## config.mk

```make
export PLATFORM = sky130hd
export DESIGN_NAME = eth_tx_framer
export DESIGN_NICKNAME = d
export VERILOG_FILES = /design/src/rtl/eth_tx_pkg.sv /design/src/rtl/eth_tx_crc.sv /design/src/rtl/eth_tx_ifg.sv /design/src/rtl/eth_tx_seq.sv /design/src/rtl/eth_tx_framer.sv
export SDC_FILE = /design/constraint.sdc
export NUM_CORES = 1
export LEC_CHECK = 0
export BUFFER_PORTS_ARGS = -buffer_cell sky130_fd_sc_hd__buf_2
export CAP_MARGIN = 20
export CORE_ASPECT_RATIO = 0.9
export CORE_MARGIN = 5
export CORE_UTILIZATION = 47
export CTS_CLUSTER_DIAMETER = 120
export DETAILED_ROUTE_END_ITERATION = 16
export HOLD_SLACK_MARGIN = 0.15
export PLACE_DENSITY = 0.71
export SLEW_MARGIN = 25
export SYNTH_ARGS = -nofsm -noshare
export SYNTH_HDL_FRONTEND = slang
export SYNTH_SLANG_ARGS = --single-unit
```

## constraint.sdc

```tcl
create_clock -name clk -period 3.6 [get_ports clk]
set_clock_uncertainty 0.2 [all_clocks]
set_input_delay 0 -clock clk [delete_from_list [all_inputs] [get_ports clk]]
set_output_delay 0 -clock clk [all_outputs]
set_load 0.02 [all_outputs]
```

## src/rtl/eth_tx_pkg.sv

```systemverilog
package eth_tx_pkg;

   typedef enum logic [2:0] {
      ST_IDLE,
      ST_PRE,
      ST_SFD,
      ST_DATA,
      ST_PAD,
      ST_FCS,
      ST_GAP
   } tx_state_t;

   localparam logic [7:0]  PRE_BYTE   = 8'h55;
   localparam logic [7:0]  SFD_BYTE   = 8'hD5;
   localparam logic [31:0] CRC_POLY_R = 32'hEDB8_8320;
   localparam logic [31:0] CRC_PRESET = 32'hFFFF_FFFF;

   // one byte through the reflected CRC-32, LSB of the data first
   function automatic logic [31:0] crc32_step(input logic [31:0] c, input logic [7:0] d);
      logic [31:0] r;
      r = c;
      for (int i = 0; i < 8; i++) begin
         r = (r[0] ^ d[i]) ? ((r >> 1) ^ CRC_POLY_R) : (r >> 1);
      end
      return r;
   endfunction

endpackage

```

## src/rtl/eth_tx_crc.sv

```systemverilog
module eth_tx_crc
   import eth_tx_pkg::*;
(
   input  logic        clk,
   input  logic        rst_n,
   input  logic        init_i,
   input  logic        upd_i,
   input  logic [7:0]  data_i,
   output logic [31:0] crc_o
);

   logic [31:0] crc_q;

   always_ff @(posedge clk or negedge rst_n) begin
      if (!rst_n) begin
         crc_q <= CRC_PRESET;
      end else if (init_i) begin
         crc_q <= CRC_PRESET;
      end else if (upd_i) begin
         crc_q <= crc32_step(crc_q, data_i);
      end
   end

   assign crc_o = crc_q;

   // each frame's running CRC starts from all ones
   p_crc_preset_r5: assert property (@(posedge clk) disable iff (!rst_n)
      init_i |=> (crc_o == CRC_PRESET));

endmodule

```

## src/rtl/eth_tx_ifg.sv

```systemverilog
module eth_tx_ifg #(
   parameter int GAP_W   = 8,
   parameter int IFG_MIN = 24
) (
   input  logic             clk,
   input  logic             rst_n,
   input  logic             load_i,
   input  logic [GAP_W-1:0] len_i,
   output logic             done_o
);

   localparam logic [GAP_W-1:0] FLOOR = GAP_W'(IFG_MIN);

   logic [GAP_W-1:0] target;
   logic [GAP_W-1:0] cnt_q;

   always_comb begin
      target = (len_i < FLOOR) ? FLOOR : len_i;
   end

   always_ff @(posedge clk or negedge rst_n) begin
      if (!rst_n) begin
         cnt_q <= '0;
      end else if (load_i) begin
         cnt_q <= target - GAP_W'(1);
      end else if (cnt_q != '0) begin
         cnt_q <= cnt_q - GAP_W'(1);
      end
   end

   assign done_o = (cnt_q == '0);

   // a freshly loaded gap never runs shorter than the floor
   p_gap_floor_r8: assert property (@(posedge clk) disable iff (!rst_n)
      load_i |=> (cnt_q >= FLOOR - GAP_W'(1)));

endmodule

```

## src/rtl/eth_tx_seq.sv

```systemverilog
module eth_tx_seq
   import eth_tx_pkg::*;
#(
   parameter int PRE_LEN   = 7,
   parameter int MIN_FRAME = 60,
   parameter bit PAD_EN    = 1'b1
) (
   input  logic        clk,
   input  logic        rst_n,
   input  logic [7:0]  fifo_data_i,
   input  logic        fifo_valid_i,
   input  logic        fifo_last_i,
   input  logic        fifo_nocrc_i,
   output logic        fifo_ready_o,
   input  logic [31:0] crc_i,
   input  logic        gap_done_i,
   output logic        crc_init_o,
   output logic        crc_upd_o,
   output logic [7:0]  crc_byte_o,
   output logic        ifg_load_o,
   output logic [3:0]  mii_d_o,
   output logic        mii_en_o,
   output logic        mii_err_o,
   output logic        underrun_o
);

   localparam int LEN_W = $clog2(MIN_FRAME + 1);
   localparam int CNT_W = $clog2(PRE_LEN + 4);
   localparam logic [LEN_W-1:0] LEN_TOP = LEN_W'(MIN_FRAME);
   localparam logic [CNT_W-1:0] PRE_END = CNT_W'(PRE_LEN - 1);

   tx_state_t        state_q, nstate;
   logic [7:0]       byte_q, nbyte;
   logic             phase_q;
   logic [CNT_W-1:0] cnt_q;
   logic [LEN_W-1:0] len_q;
   logic             last_q, nocrc_q, bad_q;
   logic             en_q, err_q, urun_q;
   logic             active, nactive, byte_end, start;
   logic             take, fill, urun, need_pad;
   logic [31:0]      fcs_w;

   // fill decision: a parameter chooses whether short bodies are extended
   if (PAD_EN) begin : g_pad
      assign need_pad = (len_q < LEN_TOP);
   end else begin : g_nopad
      assign need_pad = 1'b0;
   end

   assign active   = (state_q inside {ST_PRE, ST_SFD, ST_DATA, ST_PAD, ST_FCS});
   assign nactive  = (nstate  inside {ST_PRE, ST_SFD, ST_DATA, ST_PAD, ST_FCS});
   assign byte_end = active && phase_q;
   assign start    = fifo_valid_i &&
                     ((state_q == ST_IDLE) || ((state_q == ST_GAP) && gap_done_i));

   always_comb begin
      nstate = state_q;
      nbyte  = byte_q;
      take   = 1'b0;
      fill   = 1'b0;
      urun   = 1'b0;
      fcs_w  = bad_q ? crc_i : ~crc_i;
      if (start) begin
         nstate = ST_PRE;
         nbyte  = PRE_BYTE;
      end else if (byte_end) begin
         case (state_q)
            ST_PRE: begin
               if (cnt_q == PRE_END) begin
                  nstate = ST_SFD;
                  nbyte  = SFD_BYTE;
               end else begin
                  nbyte = PRE_BYTE;
               end
            end
            ST_SFD, ST_DATA: begin
               if ((state_q == ST_DATA) && last_q) begin
                  if (nocrc_q) begin
                     nstate = ST_GAP;
                  end else if (need_pad) begin
                     nstate = ST_PAD;
                     nbyte  = 8'h00;
                     fill   = 1'b1;
                  end else begin
                     nstate = ST_FCS;
                     nbyte  = ~crc_i[7:0];
                  end
               end else if (fifo_valid_i) begin
                  take   = 1'b1;
                  nstate = ST_DATA;
                  nbyte  = fifo_data_i;
               end else begin
                  // FIFO ran dry: close with the uncomplemented register
                  urun   = 1'b1;
                  nstate = ST_FCS;
                  nbyte  = crc_i[7:0];
               end
            end
            ST_PAD: begin
               if (need_pad) begin
                  nbyte = 8'h00;
                  fill  = 1'b1;
               end else begin
                  nstate = ST_FCS;
                  nbyte  = ~crc_i[7:0];
               end
            end
            ST_FCS: begin
               case (cnt_q[1:0])
                  2'd0:    nbyte = fcs_w[15:8];
                  2'd1:    nbyte = fcs_w[23:16];
                  2'd2:    nbyte = fcs_w[31:24];
                  default: nstate = ST_GAP;
               endcase
            end
            default: ;
         endcase
      end else if ((state_q == ST_GAP) && gap_done_i) begin
         nstate = ST_IDLE;
      end
   end

   always_ff @(posedge clk or negedge rst_n) begin
      if (!rst_n) begin
         state_q <= ST_IDLE;
         byte_q  <= 8'h00;
         phase_q <= 1'b0;
         cnt_q   <= '0;
         len_q   <= '0;
         last_q  <= 1'b0;
         nocrc_q <= 1'b0;
         bad_q   <= 1'b0;
         en_q    <= 1'b0;
         err_q   <= 1'b0;
         urun_q  <= 1'b0;
      end else begin
         state_q <= nstate;
         byte_q  <= nbyte;
         en_q    <= nactive;
         urun_q  <= urun;
         if (start || byte_end) begin
            phase_q <= 1'b0;
         end else begin
            phase_q <= active;
         end
         if (start) begin
            cnt_q <= '0;
         end else if (byte_end) begin
            cnt_q <= (nstate != state_q) ? '0 : cnt_q + CNT_W'(1);
         end
         if (start) begin
            len_q <= '0;
         end else if ((take || fill) && (len_q < LEN_TOP)) begin
            len_q <= len_q + LEN_W'(1);
         end
         if (start) begin
            last_q  <= 1'b0;
            nocrc_q <= fifo_nocrc_i;
            bad_q   <= 1'b0;
         end else begin
            if (take) last_q <= fifo_last_i;
            if (urun) bad_q  <= 1'b1;
         end
         if (urun) begin
            err_q <= 1'b1;
         end else if (!nactive) begin
            err_q <= 1'b0;
         end
      end
   end

   assign fifo_ready_o = phase_q &&
                         ((state_q == ST_SFD) || ((state_q == ST_DATA) && !last_q));
   assign crc_init_o   = start;
   assign crc_upd_o    = take || fill;
   assign crc_byte_o   = nbyte;
   assign ifg_load_o   = byte_end && (nstate == ST_GAP);
   assign mii_d_o      = en_q ? (phase_q ? byte_q[7:4] : byte_q[3:0]) : 4'h0;
   assign mii_en_o     = en_q;
   assign mii_err_o    = err_q;
   assign underrun_o   = urun_q;

   // the first nibble of any frame is the low half of a preamble byte
   p_pre_first_r2: assert property (@(posedge clk) disable iff (!rst_n)
      $rose(mii_en_o) |-> (mii_d_o == PRE_BYTE[3:0]));

   // a byte is taken at most every other cycle
   p_ready_spaced_r3: assert property (@(posedge clk) disable iff (!rst_n)
      fifo_ready_o |=> !fifo_ready_o);

   // no byte is taken outside a frame
   p_idle_no_ready_r3: assert property (@(posedge clk) disable iff (!rst_n)
      !mii_en_o |-> !fifo_ready_o);

   // the underrun pulse coincides with the error marker
   p_urun_err_r9: assert property (@(posedge clk) disable iff (!rst_n)
      underrun_o |-> (mii_err_o && mii_en_o));

   // the error marker only rides on an enabled nibble
   p_err_with_en_r10: assert property (@(posedge clk) disable iff (!rst_n)
      mii_err_o |-> mii_en_o);

endmodule

```

## src/rtl/eth_tx_framer.sv

```systemverilog
module eth_tx_framer
   import eth_tx_pkg::*;
#(
   parameter int PRE_LEN   = 7,
   parameter int MIN_FRAME = 60,
   parameter bit PAD_EN    = 1'b1,
   parameter int IFG_MIN   = 24,
   parameter int GAP_W     = 8
) (
   input  logic             clk,
   input  logic             rst_n,
   input  logic [7:0]       fifo_data_i,
   input  logic             fifo_valid_i,
   input  logic             fifo_last_i,
   input  logic             fifo_nocrc_i,
   output logic             fifo_ready_o,
   input  logic [GAP_W-1:0] ifg_len_i,
   output logic [3:0]       mii_d_o,
   output logic             mii_en_o,
   output logic             mii_err_o,
   output logic             underrun_o
);

   // elaboration-time parameter checks
   if (PRE_LEN < 1 || PRE_LEN > 12) begin : g_bad_pre
      $error("eth_tx_framer: PRE_LEN out of range");
   end
   if (IFG_MIN < 1 || IFG_MIN >= (1 << GAP_W)) begin : g_bad_ifg
      $error("eth_tx_framer: IFG_MIN does not fit GAP_W");
   end
   if (MIN_FRAME < 1 || MIN_FRAME > 4095) begin : g_bad_min
      $error("eth_tx_framer: MIN_FRAME out of range");
   end

   logic [31:0] crc;
   logic        crc_init, crc_upd, ifg_load, gap_done;
   logic [7:0]  crc_byte;

   eth_tx_seq #(
      .PRE_LEN  (PRE_LEN),
      .MIN_FRAME(MIN_FRAME),
      .PAD_EN   (PAD_EN)
   ) u_seq (
      .clk         (clk),
      .rst_n       (rst_n),
      .fifo_data_i (fifo_data_i),
      .fifo_valid_i(fifo_valid_i),
      .fifo_last_i (fifo_last_i),
      .fifo_nocrc_i(fifo_nocrc_i),
      .fifo_ready_o(fifo_ready_o),
      .crc_i       (crc),
      .gap_done_i  (gap_done),
      .crc_init_o  (crc_init),
      .crc_upd_o   (crc_upd),
      .crc_byte_o  (crc_byte),
      .ifg_load_o  (ifg_load),
      .mii_d_o     (mii_d_o),
      .mii_en_o    (mii_en_o),
      .mii_err_o   (mii_err_o),
      .underrun_o  (underrun_o)
   );

   eth_tx_crc u_crc (
      .clk   (clk),
      .rst_n (rst_n),
      .init_i(crc_init),
      .upd_i (crc_upd),
      .data_i(crc_byte),
      .crc_o (crc)
   );

   eth_tx_ifg #(
      .GAP_W  (GAP_W),
      .IFG_MIN(IFG_MIN)
   ) u_ifg (
      .clk   (clk),
      .rst_n (rst_n),
      .load_i(ifg_load),
      .len_i (ifg_len_i),
      .done_o(gap_done)
   );

endmodule

```

==> results of run 1 <==
power groups by stage:
stage | clock [mW] | sequential (mW) | combinational, mW
finish | 0.876 | 1.53 | 5.00
global route | 0.919 | 1.57 | 5.41
CTS | 0.887 | 1.52 | 4.89
detailed placement | 0 | 1.53 | 4.79
global placement | 0 | 1.51 | 4.73
floorplan | 0 | 1.38 | 3.97
routing by layer:
metal,vias to the layer above,share of wire [%],routed length (um)
met5,-,0,0
met4,0,2.4,336
met3,26,5.3,754
met2,179,49,7030
met1,2182,43,6166
li1,2087,-,-
worst register-to-register path, stage by stage (launching register included):
cell,delay [ps]
dfrtp_1,450
inv_1,130
ha_2,340
nand3b_1,200
nor4b_2,380
o31a_1,270
nand2_1,240
nor3b_1,280
a21oi_1,90
ha_1,240
nand2_1,130
inv_1,50
o21ai_0,160
a22oi_1,120
metrics by stage:
step | TNS [ps] | setup WS [ps]
6_report | 0 | 171.2
3_3_place_gp | 0 | 60.81
2_1_floorplan | 0 | 490.0
3_5_place_dp | -8.389 | -8.389
4_1_cts | 0 | 95.94
5_1_grt | -19.46 | -19.46
cell families after synthesis:
logic type | synth area share [%]
compound gates | 19.35
xor+xnor | 18.55
fa+ha+maj | 1.697
buf+inv | 3.757
flops | 33.75
mux | 3.539
simple gates | 19.37
timing repair:
item,4_1_cts,5_1_grt
pin swaps,0,1
hold buffers,18,1
setup buffers,0,3
resized for setup,1,4
hold endpoints to repair,41,26
endpoints found under the setup margin,2,7
state kept, by name (all words and copies together) (netlist names):
signal	count
u_seq.mii_en_o	1
u_seq.phase_q	1
u_seq.state_q	3
u_seq.cnt_q	4
u_seq.byte_q	8
u_crc.crc_o	32
u_ifg.cnt_q	8
u_seq.nocrc_q	1
u_seq.underrun_o	1
u_seq.len_q	6
u_seq.bad_q	1
u_seq.mii_err_o	1
u_seq.last_q	1
layout by cell type (no fill, tap or decap), types with 19 or more instances in the layout:
cell           instances
dlygate4sd3_1         19
buf_2                 27
nor2b_1               21
dfrtp_1               36
xor2_1                26
a21oi_1               41
nor3_1                38
xnor2_1               37
nand2_1               51
buf_4                 21
dfstp_2               32
cell type report:
type                       instances  area share [%]
timing repair buffer              69           8.685
tap                              133           2.763
inverter                          12          0.7480
clock buffer                      15           4.779
multi-input combinational        434           54.02
clock inverter                     1         0.08311
sequential                        68           28.92
worst max-delay path by stage:
| stage | to | from |
|---|---|---|
| after floorplan | u_crc.crc_o[5] | u_seq.cnt_q[0] |
| after global placement | u_ifg.cnt_q[6] | u_seq.cnt_q[0] |
| after detailed placement | u_ifg.cnt_q[4] | u_seq.cnt_q[0] |
| after CTS | u_ifg.cnt_q[4] | u_seq.cnt_q[0] |
| after global routing | u_ifg.cnt_q[6] | u_seq.cnt_q[0] |
| final | u_ifg.cnt_q[4] | u_seq.cnt_q[0] |
==> out/results.ini, run 1 <==
[synthesis]
dominantRegCellSynth = dfrtp_1
synth_seq_area_share_pct = 33.75
syn_area_um2 = 5161
ys.warnings.count = 0
syn_inst = 545
synth.net_count = 573
synth.top_cells.by_count = 51 x nand2_1, 41 x a21oi_1, 38 x nor3_1, 38 x xnor2_1, 36 x dfrtp_1
syn_avg_cell_area_um2 = 9.470
synth.area.top_cells = dfrtp_1 17%, dfstp_2 16%, xnor2_1 6.4%, xnor2_4 4.8%, xor2_1 4.4%
yosys.area.top_type = dfrtp_1
synthDistinctLibCells = 72
yosysTopAreaCellShare_pct = 17.45
synth_async_sr_flop_share_pct = 100.0
synth_edf_count = 0
synth-seq-cells = 68
post-synth-top-count-cell = nand2_1

[placed_design]
gp_congestion = 0.9086
dp_hpwl_um = 10050
io_buffers = 28
dpl_cell_area_um2 = 5494
dp.cells = 694

[timing]
period_minus_slack_ps = 3429
rsz0062_at_grt = yes
setup_viol = 0
max_freq_ghz = 0.2916
tightest_slew_ps = 709.4
hold_viol_final = 0
period_share_pct = 95.24
drv_slew = 0
slew-limit-headroom_pct = 52.70
whs_ps = 148.2

[route]
vias = 4474
wirelength_um = 14290
routed_via_density = 6.112
drc_errors = 0
initialDrtViolationCount = 358
wl_per_cell_um = 19.52
drtAntennaViolNets = 0
firstDrtPassIters = 6

[layout]
fill_cells = 971
fin_cells = 732
regArea_um2 = 1742
stdcell_area_um2 = 6022
fin_util_pct = 55.71
multi_input_area_um2 = 3253
nets = 622
n_antenna_cell = 0
area_growth_pct = 16.68
drive_gt1_share_pct = 22.87

[global_route]
busiest_layer = met2
grt_pass1_vias = 4521
met1_usage_pct = 28.40
antenna_found_initial = 0
use_met2_pct = 38.29
grt_start_max_net_pins = 46
grt_pass1_wl_um = 23250
grt_usage_pct = 22.39
grt_remaining_overflow = 0
grt_util_met3_pct = 3.858

[worst_hold_path]
holdCritStartpoint = fifo_data_i[5]
min_to = u_seq.byte_q[5]
hold-path-cell-count = 5
hp-class = input port to flip-flop

[cts]
cts_buffers = 9
tritoncts = yes
cts.sinks = 68
cts_buffer_depth = 2
clk_latency_ps = 340
h-tree-depth = 3
root_buffer = clkbuf_16
clkTransAtPathRegs_ps = 60

[critical_path]
arrival_ps = 3440
worstPathMaxFanout = 13
path_cells = inv_1, ha_2, nand3b_1, nor4b_2, o31a_1, nand2_1, nor3b_1, a21oi_1, ha_1, nand2_1, inv_1, o21ai_0, a22oi_1
critPathTopFamily = simple AND/OR/NAND/NOR gates
reg2reg_depth = 13
crit_path_start_kind = flip-flop
crit_cells = 13
cp_slowest_cell = dfrtp_1
required_ps = 3610
crit_path_end_kind = flip-flop
path_class = flip-flop to flip-flop
regToRegSetupSlack_ps = 170
rr_startpoint = u_seq.cnt_q[0]
critPathBufInv = 2
r2r_end = u_ifg.cnt_q[4]
max_stage_delay_ps = 450

[power_and_ir_drop]
p_clk_share_pct = 11.8
p_leak_nw = 2.371
finalPower_mw = 7.403
power_density_nw_per_um2 = 1229
power_frac_seq_pct = 20.6
internal_power_mw = 4.014
p_comb_share_pct = 67.5
p_sw_share_pct = 45.79
power_switching_mw = 3.390
irDropWorstVdd_v = 0.001299

[floorplan]
ioPinCount = 29
dieArea_um2 = 13180
core_area_um2 = 10810
start_util_pct = 47.74
rows = 36
die_x_um = 120.5
dieHeight_um = 109.4

[status]
outcome = finished, final reports clean

[flow_run]
max_cap_viol_count = 0

No activity file was read; power rests on OpenSTA's default activity.
==> run 2: changes to the inputs <==
--- a/config.mk
+++ b/config.mk
@@ -9,11 +9,11 @@
 export CAP_MARGIN = 20
 export CORE_ASPECT_RATIO = 0.9
 export CORE_MARGIN = 5
-export CORE_UTILIZATION = 47
+export CORE_UTILIZATION = 44
 export CTS_CLUSTER_DIAMETER = 120
 export DETAILED_ROUTE_END_ITERATION = 16
 export HOLD_SLACK_MARGIN = 0.15
-export PLACE_DENSITY = 0.71
+export PLACE_DENSITY = 0.68
 export SLEW_MARGIN = 25
 export SYNTH_ARGS = -nofsm -noshare
 export SYNTH_HDL_FRONTEND = slang
==> run 2 against run 1 <==
Effect of this change:
- sequential share of layout area down 0.50 points
- cell area increased by 1.7%
- cell count rose by 4.2%
- die area is 6.2% higher
- routed wire length grew 1.4%
- critical path type unchanged
- highest routed layer unchanged
==> out/results.ini, run 2 (synthesized netlist as in run 1, its figures left out) <==
[critical_path]
crit_path_end_kind = flip-flop
required_ps = 3640  ; +30 ps
crit_path_start_kind = flip-flop
worstPathMaxFanout = 9  ; -4
arrival_ps = 3460  ; +20 ps
path_class = flip-flop to flip-flop

[timing]
max_freq_ghz = 0.2929  ; +0.42%
setup_viol = 0  ; unchanged
tightest_slew_ps = 707.1  ; -2.382 ps
hold_viol_final = 0  ; unchanged
period_share_pct = 94.84  ; -0.40 points
period_minus_slack_ps = 3414  ; -14.50 ps
whs_ps = 157.1  ; +8.879 ps
drv_slew = 0  ; unchanged
slew-limit-headroom_pct = 52.86  ; +0.16 points
fin_tns_setup_ps = 0  ; unchanged

[layout]
area_growth_pct = 18.72
multi_input_area_um2 = 3269  ; +0.50%
n_antenna_cell = 0  ; unchanged
final_cell_mix = 51 x nand2_1, 41 x a21oi_1, 38 x xnor2_1, 38 x nor3_1, 36 x dfrtp_1
final_common_cell = nand2_1
drive_gt1_share_pct = 24.05  ; +1.2 points
fill_cells = 1052  ; +8.3%
regArea_um2 = 1742  ; unchanged
nets = 630  ; +1.3%
largest_reg_flops = 32  ; unchanged

[route]
vias = 4500  ; +0.58%
routed_via_density = 5.898  ; -3.5%
initialDrtViolationCount = 381  ; +6.4%
firstDrtPassIters = 5  ; -1
drtAntennaViolNets = 0  ; unchanged
drc_errors = 0  ; unchanged
wirelength_um = 14490  ; +1.4%
wl_per_cell_um = 18.99  ; -2.7%

[cts]
cts_buffers = 9  ; unchanged
root_buffer = clkbuf_16
tritoncts = yes
clkTransAtPathRegs_ps = 60  ; about the same
h-tree-depth = 3  ; unchanged
cts.sinks = 68  ; unchanged
cts_buffer_depth = 2  ; unchanged
clk_latency_ps = 340  ; about the same

[floorplan]
die_x_um = 124.2  ; +3.1%
rows = 37  ; +2.8%
dieHeight_um = 112.7  ; +3.0%
start_util_pct = 44.95  ; -2.8 points
core_area_um2 = 11480  ; +6.2%
dieArea_um2 = 14000  ; +6.2%
ioPinCount = 29  ; unchanged

[global_route]
grt_start_max_net_pins = 44  ; -4.3%
grt_remaining_overflow = 0  ; unchanged
grt_pass1_vias = 4381  ; -3.1%
antenna_found_initial = 0  ; unchanged
grt_usage_pct = 21.06  ; -1.3 points
grt_pass1_wl_um = 22940  ; -1.3%

[placed_design]
io_buffers = 28  ; unchanged
gp_congestion = 0.9311  ; +2.5%
dp_hpwl_um = 10210  ; +1.6%

[power_and_ir_drop]
power_density_nw_per_um2 = 1232  ; +0.24%
p_leak_nw = 2.403  ; +1.4%
irDropWorstVdd_v = 0.0008879  ; -32%

[flow_run]
max_cap_viol_count = 0  ; unchanged

[worst_hold_path]
hp-class = input port to flip-flop

[status]
outcome = finished, final reports clean

## run 2: metrics by stage
stage / setup slack, ps / power [mW] / instance area, um2 / instances / util [%]
after detailed placement: -45.73 / 6.319 / 5528 / 721 / 48.15
after global routing: -25.95 / 8.010 / 6127 / 763 / 53.37
after floorplan: 490.0 / 5.350 / 5161 / 545 / -
after CTS: 17.72 / 7.307 / 6042 / 758 / 52.63
final: 185.7 / 7.551 / 6127 / 763 / 53.37
after global placement: 10.20 / 6.269 / 5528 / 721 / 48.15
## run 2: repair_timing
item	CTS	global route
endpoints found under the setup margin	5	14
setup buffers	0	5
endpoints found under the hold margin	41	0
hold buffers	21	0
gates resized for setup	1	6
pin swaps	0	3
## run 2: report_power, final
part	internal (mW)	switching, mW
clock	0.532	0.352
combinational	2.45	2.69
sequential	1.11	0.415
total	4.10	3.46
## run 2: cell type report
type                    instances  area share [%]
multi-input cells             434           53.36
well taps                     156           3.186
clock inverters                 7           1.103
flip-flops and latches         68           28.43
clock buffers                   9           3.676
inverters                      12          0.7351
repair buffers                 77           9.516
## run 2: final timing paths
| kind | start | end | slack (ps) | cells past startpoint |
|---|---|---|---|---|
| worst max-delay path | u_seq.cnt_q[1] | u_crc.crc_o[5] | 190 | 12 |
| worst min-delay path | fifo_data_i[6] | u_seq.byte_q[6] | 160 | 4 |
| worst max register to register | u_seq.cnt_q[1] | u_crc.crc_o[5] | 190 | 12 |
| worst min register to register | u_seq.mii_err_o | u_seq.mii_err_o | 300 | 1 |
| max in group asynchronous | rst_n | u_crc.crc_o[6] | 2140 | 4 |
| min in group asynchronous | rst_n | u_seq.byte_q[1] | 480 | 4 |
## run 2: worst max-delay path, stage by stage, from the launching register on
cell	delay, ps
dfrtp_1	430
inv_1	110
ha_1	280
buf_4	200
a22o_1	210
nand2_1	60
a31oi_1	110
o311a_1	360
a211o_2	420
xnor2_4	320
xor3_1	390
mux2i_1	150
nand2_1	70
## run 2: layer usage
metal	GRT usage (%)	vias up	wire [um]
met5	0	-	0
met1	28.54	2205	6374
met2	32.93	177	6861
met3	3.698	29	868
li1	-	2089	-
met4	9.197	0	388
